===== src/rtl/wdog_pkg.sv =====
package wdog_pkg;

  // Stored control fields, most significant first as they sit in the byte.
  typedef struct packed {
    logic bto_en;
    logic rst_en;
    logic sel_fast;
    logic sel_slow;
  } wdog_ctl_t;

  localparam int REG_W      = 8;
  localparam int BIT_DONE   = 7;
  localparam int BIT_BTO    = 4;
  localparam int BIT_RSTEN  = 3;
  localparam int BIT_FAST   = 2;
  localparam int BIT_SLOW   = 1;

  // Period select codes {fast, slow}.
  typedef enum logic [1:0] {
    SPD_NOM     = 2'b00,
    SPD_SLOW    = 2'b01,
    SPD_FAST    = 2'b10,
    SPD_FASTEST = 2'b11
  } wdog_speed_e;

endpackage


===== src/rtl/wdog_rst_sync.sv =====
module wdog_rst_sync (
  input  logic clk,
  input  logic rst_n,
  output logic srst_n_o
);

  logic [1:0] sync_q;

  always_ff @(posedge clk or negedge rst_n) begin
    if (!rst_n) begin
      sync_q <= 2'b00;
    end else begin
      sync_q <= {sync_q[0], 1'b1};
    end
  end

  assign srst_n_o = sync_q[1];

endmodule


===== src/rtl/wdog_ctl_regs.sv =====
module wdog_ctl_regs
  import wdog_pkg::*;
(
  input  logic             clk,
  input  logic             srst_n,
  input  logic             warm_rst_i,
  input  logic             wr_en_i,
  input  logic [REG_W-1:0] wr_data_i,
  input  logic             bus_busy_i,
  output wdog_ctl_t        ctl_o,
  output logic [REG_W-1:0] rd_data_o
);

  wdog_ctl_t ctl_q;
  wdog_ctl_t ctl_d;
  logic      ctl_en;

  // Next state: a write loads all fields, a warm reset then drops the reset enable.
  always_comb begin
    ctl_d = ctl_q;
    if (wr_en_i) begin
      ctl_d.bto_en   = wr_data_i[BIT_BTO];
      ctl_d.rst_en   = wr_data_i[BIT_RSTEN];
      ctl_d.sel_fast = wr_data_i[BIT_FAST];
      ctl_d.sel_slow = wr_data_i[BIT_SLOW];
    end
    if (warm_rst_i) begin
      ctl_d.rst_en = 1'b0;
    end
  end

  assign ctl_en = wr_en_i | warm_rst_i;

  always_ff @(posedge clk or negedge srst_n) begin
    if (!srst_n) begin
      ctl_q <= '0;
    end else if (ctl_en) begin
      ctl_q <= ctl_d;
    end
  end

  // Read byte assembly; the constant bits are fixed by position.
  always_comb begin
    rd_data_o            = 8'b0010_0001;
    rd_data_o[BIT_DONE]  = ~bus_busy_i;
    rd_data_o[BIT_BTO]   = ctl_q.bto_en;
    rd_data_o[BIT_RSTEN] = ctl_q.rst_en;
    rd_data_o[BIT_FAST]  = ctl_q.sel_fast;
    rd_data_o[BIT_SLOW]  = ctl_q.sel_slow;
  end

  assign ctl_o = ctl_q;

  // Unwritable data bits are intentionally dropped.
  logic unused_wr_bits;
  assign unused_wr_bits = ^{wr_data_i[7:5], wr_data_i[0]};

  assert_warm_clears_rsten_R6: assert property (@(posedge clk) disable iff (!srst_n)
    warm_rst_i |=> !ctl_q.rst_en);

  assert_write_loads_bto_R3: assert property (@(posedge clk) disable iff (!srst_n)
    wr_en_i |=> ctl_q.bto_en == $past(wr_data_i[BIT_BTO]));

  assert_warm_keeps_others_R6: assert property (@(posedge clk) disable iff (!srst_n)
    (warm_rst_i && !wr_en_i) |=> (ctl_q.bto_en == $past(ctl_q.bto_en)) &&
                                  (ctl_q.sel_fast == $past(ctl_q.sel_fast)) &&
                                  (ctl_q.sel_slow == $past(ctl_q.sel_slow)));

  assert_idle_holds_fields_R3: assert property (@(posedge clk) disable iff (!srst_n)
    (!warm_rst_i && !wr_en_i) |=> $stable(ctl_q));

endmodule


===== src/rtl/wdog_timer.sv =====
module wdog_timer
  import wdog_pkg::*;
#(
  parameter int CNT_W     = 16,
  parameter int P_NOM     = 1000,
  parameter int P_SLOW    = 4000,
  parameter int P_FAST    = 250,
  parameter int P_FASTEST = 64
) (
  input  logic       clk,
  input  logic       srst_n,
  input  logic       tick_i,
  input  logic       clr_i,
  input  logic [1:0] sel_i,
  output logic       fire_o,
  output logic       evt_o
);

  localparam int CW1 = CNT_W + 1;
  localparam logic [CNT_W:0] PER_NOM     = CW1'(P_NOM);
  localparam logic [CNT_W:0] PER_SLOW    = CW1'(P_SLOW);
  localparam logic [CNT_W:0] PER_FAST    = CW1'(P_FAST);
  localparam logic [CNT_W:0] PER_FASTEST = CW1'(P_FASTEST);

  logic [CNT_W-1:0] cnt_q;
  logic [CNT_W-1:0] cnt_d;
  logic [CNT_W:0]   cnt_inc;
  logic [CNT_W:0]   period;
  logic             evt_q;
  logic             cnt_en;
  logic             fire;

  always_comb begin
    unique case (wdog_speed_e'(sel_i))
      SPD_NOM:     period = PER_NOM;
      SPD_SLOW:    period = PER_SLOW;
      SPD_FAST:    period = PER_FAST;
      SPD_FASTEST: period = PER_FASTEST;
      default:     period = PER_NOM;
    endcase
  end

  assign cnt_inc = {1'b0, cnt_q} + CW1'(1);

  // A clear wins over a tick; reaching or passing the period expires.
  always_comb begin
    fire  = 1'b0;
    cnt_d = cnt_q;
    if (clr_i) begin
      cnt_d = '0;
    end else if (tick_i) begin
      if (cnt_inc >= period) begin
        fire  = 1'b1;
        cnt_d = '0;
      end else begin
        cnt_d = cnt_inc[CNT_W-1:0];
      end
    end
  end

  assign cnt_en = clr_i | tick_i;

  always_ff @(posedge clk or negedge srst_n) begin
    if (!srst_n) begin
      cnt_q <= '0;
    end else if (cnt_en) begin
      cnt_q <= cnt_d;
    end
  end

  always_ff @(posedge clk or negedge srst_n) begin
    if (!srst_n) begin
      evt_q <= 1'b0;
    end else begin
      evt_q <= fire;
    end
  end

  assign fire_o = fire;
  assign evt_o  = evt_q;

  assert_clear_restarts_R8: assert property (@(posedge clk) disable iff (!srst_n)
    clr_i |=> (cnt_q == '0) && !evt_q);

  assert_event_single_R7: assert property (@(posedge clk) disable iff (!srst_n)
    evt_q |=> !evt_q);

  assert_event_restarts_R7: assert property (@(posedge clk) disable iff (!srst_n)
    evt_q |-> (cnt_q == '0));

  assert_no_tick_holds_R7: assert property (@(posedge clk) disable iff (!srst_n)
    (!tick_i && !clr_i) |=> $stable(cnt_q) && !evt_q);

endmodule


===== src/rtl/wdog_rst_stretch.sv =====
module wdog_rst_stretch #(
  parameter int RST_HOLD = 16
) (
  input  logic clk,
  input  logic srst_n,
  input  logic fire_i,
  output logic req_o
);

  generate
    if (RST_HOLD <= 1) begin : g_single
      logic req_q;
      always_ff @(posedge clk or negedge srst_n) begin
        if (!srst_n) begin
          req_q <= 1'b0;
        end else begin
          req_q <= fire_i;
        end
      end
      assign req_o = req_q;
    end else begin : g_count
      localparam int HW = $clog2(RST_HOLD + 1);
      logic [HW-1:0] hold_q;
      logic [HW-1:0] hold_d;
      logic          hold_en;

      always_comb begin
        hold_d = hold_q;
        if (fire_i) begin
          hold_d = HW'(RST_HOLD);
        end else if (hold_q != '0) begin
          hold_d = hold_q - HW'(1);
        end
      end

      assign hold_en = fire_i | (hold_q != '0);

      always_ff @(posedge clk or negedge srst_n) begin
        if (!srst_n) begin
          hold_q <= '0;
        end else if (hold_en) begin
          hold_q <= hold_d;
        end
      end

      assign req_o = (hold_q != '0);
    end
  endgenerate

  assert_fire_raises_req_R10: assert property (@(posedge clk) disable iff (!srst_n)
    fire_i |=> req_o);

endmodule


===== src/rtl/wdog_ctl_reg.sv =====
module wdog_ctl_reg
  import wdog_pkg::*;
#(
  parameter int CNT_W     = 16,
  parameter int P_NOM     = 1000,
  parameter int P_SLOW    = 4000,
  parameter int P_FAST    = 250,
  parameter int P_FASTEST = 64,
  parameter int RST_HOLD  = 16
) (
  input  logic       clk,
  input  logic       rst_n,
  input  logic       warm_rst_i,
  input  logic       rd_en_i,
  input  logic       wr_en_i,
  input  logic [7:0] wr_data_i,
  output logic [7:0] rd_data_o,
  input  logic       bus_busy_i,
  input  logic       tick_i,
  output logic       wdog_evt_o,
  output logic       board_rst_req_o,
  output logic       bto_en_o
);

  logic      srst_n;
  wdog_ctl_t ctl;
  logic      cnt_clr;
  logic      fire;
  logic      rst_fire;

  wdog_rst_sync u_rst_sync (
    .clk      (clk),
    .rst_n    (rst_n),
    .srst_n_o (srst_n)
  );

  wdog_ctl_regs u_regs (
    .clk        (clk),
    .srst_n     (srst_n),
    .warm_rst_i (warm_rst_i),
    .wr_en_i    (wr_en_i),
    .wr_data_i  (wr_data_i),
    .bus_busy_i (bus_busy_i),
    .ctl_o      (ctl),
    .rd_data_o  (rd_data_o)
  );

  // Servicing: any read or a warm reset restarts the count.
  assign cnt_clr = rd_en_i | warm_rst_i;

  wdog_timer #(
    .CNT_W     (CNT_W),
    .P_NOM     (P_NOM),
    .P_SLOW    (P_SLOW),
    .P_FAST    (P_FAST),
    .P_FASTEST (P_FASTEST)
  ) u_timer (
    .clk    (clk),
    .srst_n (srst_n),
    .tick_i (tick_i),
    .clr_i  (cnt_clr),
    .sel_i  ({ctl.sel_fast, ctl.sel_slow}),
    .fire_o (fire),
    .evt_o  (wdog_evt_o)
  );

  assign rst_fire = fire & ctl.rst_en;

  wdog_rst_stretch #(
    .RST_HOLD (RST_HOLD)
  ) u_stretch (
    .clk    (clk),
    .srst_n (srst_n),
    .fire_i (rst_fire),
    .req_o  (board_rst_req_o)
  );

  assign bto_en_o = ctl.bto_en;

  assert_req_starts_with_event_R10: assert property (@(posedge clk) disable iff (!srst_n)
    $rose(board_rst_req_o) |-> wdog_evt_o);

  assert_event_only_no_reset_R9: assert property (@(posedge clk) disable iff (!srst_n)
    (wdog_evt_o && !$past(ctl.rst_en)) |-> !$rose(board_rst_req_o));

  assert_done_tracks_busy_R2: assert property (@(posedge clk) disable iff (!srst_n)
    rd_data_o[BIT_DONE] != bus_busy_i);

endmodule


===== config.mk =====
export PLATFORM = sky130hd
export DESIGN_NAME = wdog_ctl_reg
export DESIGN_NICKNAME = d
export VERILOG_FILES = /design/src/rtl/wdog_pkg.sv /design/src/rtl/wdog_rst_sync.sv /design/src/rtl/wdog_ctl_regs.sv /design/src/rtl/wdog_timer.sv /design/src/rtl/wdog_rst_stretch.sv /design/src/rtl/wdog_ctl_reg.sv
export SDC_FILE = /design/constraint.sdc
export NUM_CORES = 1
export LEC_CHECK = 0
export BUFFER_PORTS_ARGS = -buffer_cell sky130_fd_sc_hd__buf_2
export CORE_MARGIN = 2
export CORE_UTILIZATION = 46
export CTS_BUF_LIST = sky130_fd_sc_hd__clkbuf_4 sky130_fd_sc_hd__clkbuf_8 sky130_fd_sc_hd__clkbuf_16
export CTS_CLUSTER_SIZE = 24
export DETAILED_ROUTE_END_ITERATION = 8
export PLACE_DENSITY = 0.67
export REMOVE_ABC_BUFFERS = 1
export SLEW_MARGIN = 20
export SYNTH_ARGS = -nofsm -noshare
export SYNTH_HDL_FRONTEND = slang
export SYNTH_SLANG_ARGS = --single-unit

===== constraint.sdc =====
create_clock -name clk -period 4.9 [get_ports clk]
set_clock_uncertainty 0.1 [all_clocks]
set_input_delay 0.735 -clock clk [delete_from_list [all_inputs] [get_ports clk]]
set_output_delay 0.735 -clock clk [all_outputs]
set_load 0.05 [all_outputs]

# == Yosys cells after proc, flatten, opt, wreduce, memory -nomap -nowiden ==
# Index checks and enable logic that the tools add are counted.
# totals
reg_bits,28
in_bits,15
out_inout_bits,11
# classes
addsub,2
order_cmp,1
n_eq_ne,3
muxes,11
bitwise,6
n_reduce_logical,9
# op_table
op,n
one-hot mux 17 bit (4 select lines),1
2-to-1 mux 16 bit,3
"adder 16 x 1 -> 17 bit, second input constant",1
>= comparator 17 bit,1
2-to-1 mux 5 bit,2
AND reduction 2 bit,4
nonzero test 2 bit,3
nonzero test 5 bit,1
"subtractor 5 x 1 -> 5 bit, second input constant",1
"equality test 2 bit, second input constant",2
2-to-1 mux 1 bit,4
bitwise OR 1 bit,4
2-to-1 mux 3 bit,1
"equality test 2 x 1 -> 1 bit, second input constant",1
zero test 2 bit,1
AND 1 bit,1
NOT 1 bit,1

# == Logic depth before layout (Yosys ltp) ==
# Gate-level depths: netlist of the first run.
# logic_depth
word_depth,9
depth_mapped,12
mapped_depth_nobuf,12

# == Hierarchy ==
# Synthesis of the first run repeated with hierarchy kept, for this count alone.
# hier_totals
cells_unflattened,202
area_unflattened_um2,1870.5
# by_module_without_submodules
module,n_inst,cells_each,area_per_inst_um2,seq_area_each_um2
wdog_timer,1,153,1331.3,425.4
wdog_rst_stretch,1,25,261.5,125.1
wdog_ctl_regs,1,19,211.5,100.1
wdog_rst_sync,1,3,53.8,50.0
wdog_ctl_reg,1,2,12.5,0.0

# == Worst setup path before layout of the first run ==
# OpenSTA, ideal clock, no wires.
# synth_path
path_kind,register to register
from,reg u_timer.cnt_q[0]
to,reg u_stretch.g_count.hold_q[4]
setup_time_ns,0.126
arrival_ns,2.405
required_time_ns,4.674
slack_ns,2.269
stages_incl_launch_ff,13
n_path_buf,0
period_less_slack_ns,2.631
cell_sequence,dfrtp_1 -> ha_1 -> nand4_2 -> nor2_2 -> nand3_1 -> xnor2_1 -> ha_1 -> nor3_1 -> o211ai_1 -> a21oi_1 -> o21ai_2 -> or2_4 -> a221o_1
# synth_via
elab_chain_cells,8
word_cells_on_any_way,10
classes_between,add/sub (1); order compare (1); mux (4); bitwise (2); reduce/logical (2)
# synth_rtl
item,line_no,text
"start, declared",wdog_timer.sv:25,logic [CNT_W-1:0] cnt_q;
"start signal, assigned",wdog_timer.sv:67,cnt_q <= cnt_d;
adder 16 x 1 -> 17 bit *,wdog_timer.sv:43,"assign cnt_inc = {1'b0, cnt_q} + CW1'(1);"
>= comparator 17 bit *,wdog_timer.sv:52,if (cnt_inc >= period) begin
2-to-1 mux 1 bit *,wdog_timer.sv:52,
2-to-1 mux 1 bit *,wdog_timer.sv:51,end else if (tick_i) begin
2-to-1 mux 1 bit *,wdog_timer.sv:49,if (clr_i) begin
AND 1 bit *,wdog_ctl_reg.sv:67,assign rst_fire = fire & ctl.rst_en;
nonzero test 2 bit (no source line) / bitwise OR 1 bit (equally long branches),-,
AND reduction 2 bit (no source line),-,
"end signal, assigned",wdog_rst_stretch.sv:42,hold_q <= hold_d;
"end, declared",wdog_rst_stretch.sv:23,logic [HW-1:0] hold_q;
# Mark *: on every way between the ends. The rest lies on a longest branch, timed or not.
# A chain may end at the register's enable or synchronous reset.

# == Final worst setup path of the first run ==
# Same ends and word-level chain as after synthesis.

==> results of run 1 <==
[sequential cells by signal, summed over array words and instances (netlist names)]
signal / cells
u_regs.ctl_o: 4
u_rst_sync.sync_q: 2
u_stretch.g_count.hold_q: 5
u_timer.cnt_q: 16
u_timer.evt_o: 1
[layout make-up]
type	count	area [µm²]	share of cell area (%)
timing repair buffer	18	90.1	4.83
sequential	28	702	37.6
tap	48	60.1	3.22
multi-input combinational	124	922	49.4
inverter	10	37.5	2.01
clock buffer	4	55.1	2.95
[worst max-delay path, cell delays in order (launching register included)]
cell	delay [ns]
dfrtp_1	0.42
ha_1	0.24
nand4_2	0.17
nor2_2	0.18
nand3_1	0.10
xnor2_1	0.17
ha_1	0.21
nor3_1	0.20
o211ai_1	0.12
a21oi_1	0.20
o21ai_2	0.15
or2_4	0.28
a221o_1	0.31
[cells in the mapped netlist (2+ instances only)]
library cell / count / area share (%)
nand3_1: 7 / 2.1
and2_1: 6 / 2.2
nand2_1: 9 / 2.0
clkbuf_1: 3 / 0.67
o21ai_0: 4 / 1.2
ha_1: 13 / 9.6
and4_1: 2 / 1.0
a22o_1: 7 / 3.6
a21o_1: 3 / 1.3
buf_4: 4 / 1.8
inv_1: 10 / 2.2
nor3_1: 4 / 1.2
xor2_1: 2 / 1.0
nand2b_1: 3 / 1.1
dfrtp_1: 28 / 41
a2111oi_0: 3 / 1.6
mux2_2: 4 / 2.7
nand4_1: 3 / 1.1
xnor2_1: 9 / 4.7
conb_1: 2 / 0.44
a21oi_1: 8 / 2.4
nor2_1: 11 / 2.4
[worst paths after layout]
kind                       slack [ns]  cells after the start                     endpoint
max                              1.94                     12  u_stretch.g_count.hold_q[4]
min                              0.12                      1         u_rst_sync.sync_q[1]
max reg2reg                      1.94                     12  u_stretch.g_count.hold_q[4]
min reg2reg                      0.17                      0  u_stretch.g_count.hold_q[1]
max in group asynchronous        4.14                      0             u_timer.cnt_q[8]
min in group clk                 0.28                      0         u_rst_sync.sync_q[1]
[power by group through the flow]
stage	registers (mW)	clock network, mW	logic (mW)
after global routing	0.290	0.156	0.162
after detailed placement	0.288	0	0.147
final	0.285	0.146	0.145
after floorplan	0.296	0	0.106
after global placement	0.287	0	0.140
after CTS	0.285	0.148	0.147
[layer usage]
layer | GRT usage, % | up-vias | part of all wire, %
met5 | 0 | - | 0
met4 | 2.39 | 0 | 0.77
met3 | 3.65 | 2 | 3.5
met2 | 29.2 | 26 | 50
met1 | 22.3 | 621 | 46
li1 | - | 626 | -
[cell families (layout without fill, tap and decap cells)]
kind of cell / after synthesis / after routing / share of synthesized area (%)
adders and majority gates: 13 / 13 / 9.63
xor gates and xnor gates: 11 / 11 / 5.70
and+or+nand+nor: 58 / 58 / 20.0
buffers and inverters: 17 / 32 / 4.67
AOI/OAI and AO/OA: 33 / 33 / 14.8
DFF: 28 / 28 / 41.5
other: 2 / 4 / 0.445
muxes: 5 / 5 / 3.26
[through the flow]
step	total power [mW]	util, %
2_1_floorplan	0.402	-
5_1_grt	0.608	51.8
3_5_place_dp	0.436	50.2
3_3_place_gp	0.426	50.2
6_report	0.577	51.8
4_1_cts	0.579	51.7
==> impl_metrics.prom, run 1 <==
# TYPE chip_impl_metric gauge
chip_impl_info{name="tritoncts_clock_tree",value="yes"} 1
chip_impl_metric{name="final.setup.worst_slack",unit="ns"} 1.94
chip_impl_metric{name="grt_start_max_net_pins",unit=""} 27
chip_impl_metric{name="power_frac_seq",unit="%"} 49.4
chip_impl_metric{name="overall_fraction_of_global_route_tracks_in_use",unit="%"} 16.9
chip_impl_metric{name="cts.sinks",unit=""} 28
chip_impl_metric{name="ys_async_sr_fraction",unit="%"} 100
chip_impl_metric{name="worst_hold_slack_after_final_layout",unit="ns"} 0.121
chip_impl_metric{name="cts_setup_buffers",unit=""} 0
chip_impl_info{name="timing.setup.critical_path_class",value="reg -> reg"} 1
chip_impl_metric{name="clk_path_buf_depth",unit=""} 2
chip_impl_metric{name="postSynthCellCount",unit=""} 167
chip_impl_info{name="synth_flop_cell",value="dfrtp_1"} 1
chip_impl_info{name="final_common_cell",value="dfrtp_1"} 1
chip_impl_metric{name="post-route-cell-area",unit="µm²"} 1870
chip_impl_metric{name="gr-total-overflow",unit=""} 0
chip_impl_metric{name="worstPathMaxFanout",unit=""} 6
chip_impl_metric{name="leakage",unit="nW"} 0.897
chip_impl_info{name="cts_root_buf",value="clkbuf_8"} 1
chip_impl_info{name="setup.worst_path.end_class",value="register"} 1
chip_impl_metric{name="power_report.internal_total",unit="mW"} 0.391
chip_impl_metric{name="achievable-frequency",unit="MHz"} 338
chip_impl_metric{name="dp_slack",unit="ns"} 1.96
chip_impl_metric{name="area.growth.synth_to_final",unit="%"} 10.5
chip_impl_metric{name="die_h",unit="µm"} 64.6
chip_impl_metric{name="vdd.ir_drop.worst",unit="mV"} 0.195
chip_impl_metric{name="final.setup.tns",unit="ns"} 0
chip_impl_metric{name="comb_power_share",unit="%"} 25.2
chip_impl_metric{name="finalSetupViolCount",unit=""} 0
chip_impl_metric{name="power_frac_clock",unit="%"} 25.4
chip_impl_metric{name="yosysWarningCount",unit=""} 0
chip_impl_metric{name="timing.critical_path.arrival",unit="ns"} 3.02
chip_impl_metric{name="io-pin-count",unit=""} 26
chip_impl_metric{name="tritoncts.num_buffers",unit=""} 3
chip_impl_metric{name="p_per_area",unit="nW/µm²"} 309
chip_impl_metric{name="slew_viol_final",unit=""} 0
chip_impl_metric{name="number_of_drc_markers_in_iteration_0",unit=""} 66
chip_impl_metric{name="worst_pin_slew",unit="ns"} 0.971
chip_impl_metric{name="place_area",unit="µm²"} 1810
chip_impl_metric{name="cap_viol_max_count",unit=""} 0
chip_impl_metric{name="dp_hpwl",unit="mm"} 2.34
chip_impl_metric{name="num_antenna_cells",unit=""} 0
chip_impl_metric{name="holdBufCountCts",unit=""} 0
chip_impl_metric{name="cts_repair_resize_count",unit=""} 0
chip_impl_metric{name="worst_slew_margin_rel",unit="%"} 34.4
chip_impl_metric{name="first_global_vias",unit=""} 1244
chip_impl_metric{name="portion_of_the_post_synthesis_area_used_by_sequential_elements",unit="%"} 41.5
chip_impl_metric{name="synth_cell_types",unit=""} 44
chip_impl_metric{name="hold_viol_final",unit=""} 0
chip_impl_metric{name="synth.avg_cell_area",unit="µm²"} 10.1
chip_impl_metric{name="die-area",unit="µm²"} 4170
chip_impl_metric{name="avgRoutedWirePerCell",unit="µm"} 13.5
chip_impl_metric{name="htreeDepth",unit=""} 1
chip_impl_info{name="rr_startpoint",value="u_timer.cnt_q[0]"} 1
chip_impl_metric{name="placeableCoreArea",unit="µm²"} 3610
chip_impl_metric{name="fin_crit_sh",unit="%"} 60.4
chip_impl_metric{name="power.switching",unit="mW"} 0.186
chip_impl_metric{name="fp-row-count",unit=""} 22
chip_impl_metric{name="period_needed",unit="ns"} 2.96
chip_impl_metric{name="grt_antenna_before_repair",unit=""} 0
chip_impl_metric{name="post_detailed_route_count_of_antenna_violating_nets",unit=""} 0
chip_impl_metric{name="count_of_port_buffers_added_during_placement",unit=""} 18
chip_impl_metric{name="finish.net_count",unit=""} 213
chip_impl_metric{name="fraction_of_power_spent_switching_nets",unit="%"} 32.2
chip_impl_metric{name="dr.pass1.iters",unit=""} 4
chip_impl_info{name="most-common-layout-cells",value="dfrtp_1, buf_2, ha_1"} 1
chip_impl_metric{name="number_of_filler_cells_placed_in_the_layout",unit=""} 325
chip_impl_metric{name="via_count",unit=""} 1275
chip_impl_metric{name="post_cts_clock_slew_at_the_launch_and_capture_registers_of_the_worst_setup_and_hold_paths",unit="ns"} 0.10
chip_impl_metric{name="die_x_extent",unit="µm"} 64.6
chip_impl_metric{name="clk-insertion-delay-late",unit="ns"} 0.28
chip_impl_info{name="worstSetupStartpointType",value="register"} 1
chip_impl_metric{name="global_route_wire_length_before_repair",unit="mm"} 5.55
chip_impl_metric{name="remaining_drc_errors",unit=""} 0
chip_impl_metric{name="gp_routability_congestion",unit=""} 0.818
chip_impl_metric{name="dp_cells",unit=""} 228
chip_impl_metric{name="drt-total-wl",unit="mm"} 3.14
chip_impl_info{name="run_status",value="completed"} 1
chip_impl_metric{name="required",unit="ns"} 4.97
chip_impl_info{name="setup.worst_path.start",value="u_timer.cnt_q[0]"} 1
chip_impl_metric{name="share_of_cells_above_drive_strength_1",unit="%"} 19.6
chip_impl_metric{name="starting_density_of_the_core",unit="%"} 46.8
chip_impl_info{name="rsz0062_at_grt",value="false"} 1
chip_impl_metric{name="number_of_enable_flip_flop_cells_after_synthesis",unit=""} 0
chip_impl_metric{name="synth_area",unit="µm²"} 1690
chip_impl_metric{name="synth.ff_latch_count",unit=""} 28
chip_impl_info{name="holdCritPathClass",value="in -> async"} 1
chip_impl_metric{name="post_layout_nonfiller_instances",unit=""} 232
chip_impl_metric{name="vias_cell",unit=""} 5.50
(Power assumes the default switching activity.)
==> run 2, diff against run 1 <==
--- a/config.mk
+++ b/config.mk
@@ -11,7 +11,7 @@
 export CTS_BUF_LIST = sky130_fd_sc_hd__clkbuf_4 sky130_fd_sc_hd__clkbuf_8 sky130_fd_sc_hd__clkbuf_16
 export CTS_CLUSTER_SIZE = 24
 export DETAILED_ROUTE_END_ITERATION = 8
-export PLACE_DENSITY = 0.67
+export PLACE_DENSITY = 0.69
 export REMOVE_ABC_BUFFERS = 1
 export SLEW_MARGIN = 20
 export SYNTH_ARGS = -nofsm -noshare
==> constraint.sdc (replaced) <==
create_clock -name clk -period 2.45 [get_ports clk]
set_clock_uncertainty 0.1 [all_clocks]
set_input_delay 0.3675 -clock clk [delete_from_list [all_inputs] [get_ports clk]]
set_output_delay 0.3675 -clock clk [all_outputs]
set_load 0.05 [all_outputs]
==> run 2 against run 1 <==
The flow now finishes with violations (negative setup slack). Hold slack better by 0.028 ns. Maximum frequency rose by 8.1%. First-iteration DRC count grew 15%. Highest routed layer unchanged. Power is 130% higher. Wire length up 62%. Critical path type unchanged.
==> impl_metrics.prom, run 2 (synthesis gave the netlist of run 1 again) <==
# TYPE chip_impl_metric gauge
chip_impl_info{name="worstSetupStartpointType",value="register"} 1
chip_impl_metric{name="dp_hpwl",unit="mm"} 2.65
chip_impl_info{name="final_common_cell",value="buf_4"} 1
chip_impl_metric{name="power_report.internal_total",unit="mW"} 0.895
chip_impl_metric{name="dr.pass1.iters",unit=""} 4
chip_impl_info{name="worstPathCellList",value="buf_6, nand2_8, nor2_4, nand3_2, xnor2_2, ha_1, a21oi_2, o211ai_1, a21oi_2, o21ai_4, or2_4, a221o_1"} 1
chip_impl_metric{name="remaining_drc_errors",unit=""} 0
chip_impl_info{name="largest-register",value="u_timer.cnt_q"} 1
chip_impl_metric{name="grt_antenna_before_repair",unit=""} 0
chip_impl_metric{name="die_x_extent",unit="µm"} 64.6
chip_impl_info{name="most-common-layout-cells",value="buf_4, dfrtp_1, buf_2"} 1
chip_impl_metric{name="gr-total-overflow",unit=""} 0
chip_impl_metric{name="cts.sinks",unit=""} 28
chip_impl_metric{name="gp_routability_congestion",unit=""} 0.896
chip_impl_metric{name="tritoncts.num_buffers",unit=""} 3
chip_impl_metric{name="num_antenna_cells",unit=""} 0
chip_impl_metric{name="worstPathMaxFanout",unit=""} 4
chip_impl_metric{name="clk_path_buf_depth",unit=""} 2
chip_impl_metric{name="grt_start_max_net_pins",unit=""} 27
chip_impl_info{name="rsz0062_at_grt",value="true"} 1
chip_impl_metric{name="overall_fraction_of_global_route_tracks_in_use",unit="%"} 25.4
chip_impl_metric{name="hold_viol_final",unit=""} 0
chip_impl_metric{name="starting_density_of_the_core",unit="%"} 46.8
chip_impl_metric{name="fin_crit_sh",unit="%"} 112
chip_impl_metric{name="post-route-cell-area",unit="µm²"} 2580
chip_impl_metric{name="max_reg_flops",unit=""} 16
chip_impl_metric{name="die_h",unit="µm"} 64.6
chip_impl_info{name="cts_root_buf",value="clkbuf_8"} 1
chip_impl_info{name="setup.worst_path.end_class",value="register"} 1
chip_impl_metric{name="achievable-frequency",unit="MHz"} 365
chip_impl_metric{name="final.setup.worst_slack",unit="ns"} -0.286
chip_impl_metric{name="count_of_port_buffers_added_during_placement",unit=""} 18
chip_impl_metric{name="fp-row-count",unit=""} 22
chip_impl_metric{name="period_needed",unit="ns"} 2.74
chip_impl_metric{name="leakage",unit="nW"} 1.20
chip_impl_metric{name="fraction_of_power_spent_switching_nets",unit="%"} 32.1
chip_impl_metric{name="avgRoutedWirePerCell",unit="µm"} 18.4
chip_impl_info{name="run_status",value="finished with violations"} 1
chip_impl_metric{name="power_frac_clock",unit="%"} 28.5
chip_impl_metric{name="share_of_cells_above_drive_strength_1",unit="%"} 52.6
chip_impl_info{name="holdCritPathClass",value="reg -> async"} 1
chip_impl_metric{name="comb_power_share",unit="%"} 28.5
chip_impl_metric{name="drt-total-wl",unit="mm"} 5.09
chip_impl_info{name="timing.setup.critical_path_class",value="reg -> reg"} 1
chip_impl_metric{name="global_route_wire_length_before_repair",unit="mm"} 7.99
chip_impl_metric{name="slew_viol_final",unit=""} 0
chip_impl_metric{name="cap_viol_max_count",unit=""} 0
chip_impl_metric{name="first_global_vias",unit=""} 1688
chip_impl_metric{name="clk-insertion-delay-late",unit="ns"} 0.28
chip_impl_metric{name="power_frac_seq",unit="%"} 43.0
chip_impl_metric{name="htreeDepth",unit=""} 1
chip_impl_metric{name="number_of_drc_markers_in_iteration_0",unit=""} 76
chip_impl_info{name="tritoncts_clock_tree",value="yes"} 1
chip_impl_metric{name="peak_per_stage_delay_on_the_critical_path",unit="ns"} 0.42
chip_impl_metric{name="via_count",unit=""} 1562
chip_impl_metric{name="worst_hold_slack_after_final_layout",unit="ns"} 0.148
chip_impl_info{name="violations_in_the_final_reports",value="negative setup slack"} 1
chip_impl_metric{name="io-pin-count",unit=""} 26
chip_impl_metric{name="vdd.ir_drop.worst",unit="mV"} 0.344
chip_impl_metric{name="timing.critical_path.arrival",unit="ns"} 2.81
chip_impl_metric{name="area.growth.synth_to_final",unit="%"} 52.7
chip_impl_metric{name="die-area",unit="µm²"} 4170
chip_impl_metric{name="post_detailed_route_count_of_antenna_violating_nets",unit=""} 0
chip_impl_metric{name="finalSetupViolCount",unit=""} 18
chip_impl_metric{name="final.setup.tns",unit="ns"} -3.37
chip_impl_metric{name="power_total",unit="mW"} 1.32
chip_impl_metric{name="p_per_area",unit="nW/µm²"} 511
chip_impl_metric{name="place_area",unit="µm²"} 2020
chip_impl_info{name="slowest_stage",value="dfrtp_1"} 1
chip_impl_info{name="crit_path_frequent_cell",value="a21oi_2"} 1
chip_impl_metric{name="required",unit="ns"} 2.53
chip_impl_metric{name="finish.net_count",unit=""} 257
chip_impl_metric{name="post_cts_clock_slew_at_the_launch_and_capture_registers_of_the_worst_setup_and_hold_paths",unit="ns"} 0.10
chip_impl_metric{name="vias_cell",unit=""} 5.66
chip_impl_metric{name="power.switching",unit="mW"} 0.423
chip_impl_metric{name="placeableCoreArea",unit="µm²"} 3610
run 2: final timing paths:
kind	from	end	slack (ns)	cells past startpoint
worst min register to register	u_rst_sync.sync_q[1]	u_timer.evt_o	0.15	1
max in group asynchronous	u_rst_sync.sync_q[1]	u_timer.cnt_q[2]	1.82	1
worst min-delay path	u_rst_sync.sync_q[1]	u_timer.evt_o	0.15	1
worst max register to register	u_timer.cnt_q[1]	u_stretch.g_count.hold_q[4]	-0.29	12
min in group clk	warm_rst_i	u_regs.ctl_o[2]	0.15	2
worst max-delay path	u_timer.cnt_q[1]	u_stretch.g_count.hold_q[4]	-0.29	12
run 2: metal layers:
metal	vias up	routed length [µm]	track usage, %
met4	0	210	15.7
met3	17	207	4.17
met5	-	0	0
met1	774	2110	29.7
met2	62	2570	43.4
li1	709	-	-
run 2: final cells by class:
class                   instances  area (µm²)
multi-input cells             124        1230
fillers                       223        1030
flip-flops and latches         28         702
repair buffers                 62         478
well taps                      48        60.1
clock buffers                   3        41.3
inverters                      10        37.5
clock inverters                 1        30.0
run 2: critical path: cells and delay by family, from the launching register on:
kind / cells / cell delay, ns
xor gates and xnor gates: 1 / 0.24
and+or+nand+nor: 4 / 0.51
AOI/OAI and AO/OA: 5 / 0.89
adders and majority gates: 1 / 0.32
buffers and inverters: 1 / 0.14
DFF: 1 / 0.42
run 2: timing repair:
item | CTS | global route
pin swaps | 23 | 14
buffers inserted | 14 | 3
endpoints found under the hold margin | 2 | 0
setup endpoints to repair | 18 | 18
resized for setup | 59 | 14
hold buffers | 1 | 0
run 2: per-stage QoR:
step           worst slack (ns)  utilization, %  std cells
3_3_place_gp             -0.239            56.0        255
3_5_place_dp             -0.360            56.0        255
4_1_cts                  -0.224            69.2        274
5_1_grt                  -0.357            71.5        276
2_1_floorplan            -0.181               -        162
6_report                 -0.286            71.5        276
run 2: power groups by stage:
stage                     logic, mW  registers (mW)  clock network [mW]
after floorplan               0.213           0.592                   0
after global placement        0.300           0.565                   0
after detailed placement      0.318           0.570                   0
after CTS                     0.359           0.564               0.375
after global routing          0.406           0.573               0.397
final                         0.376           0.566               0.376
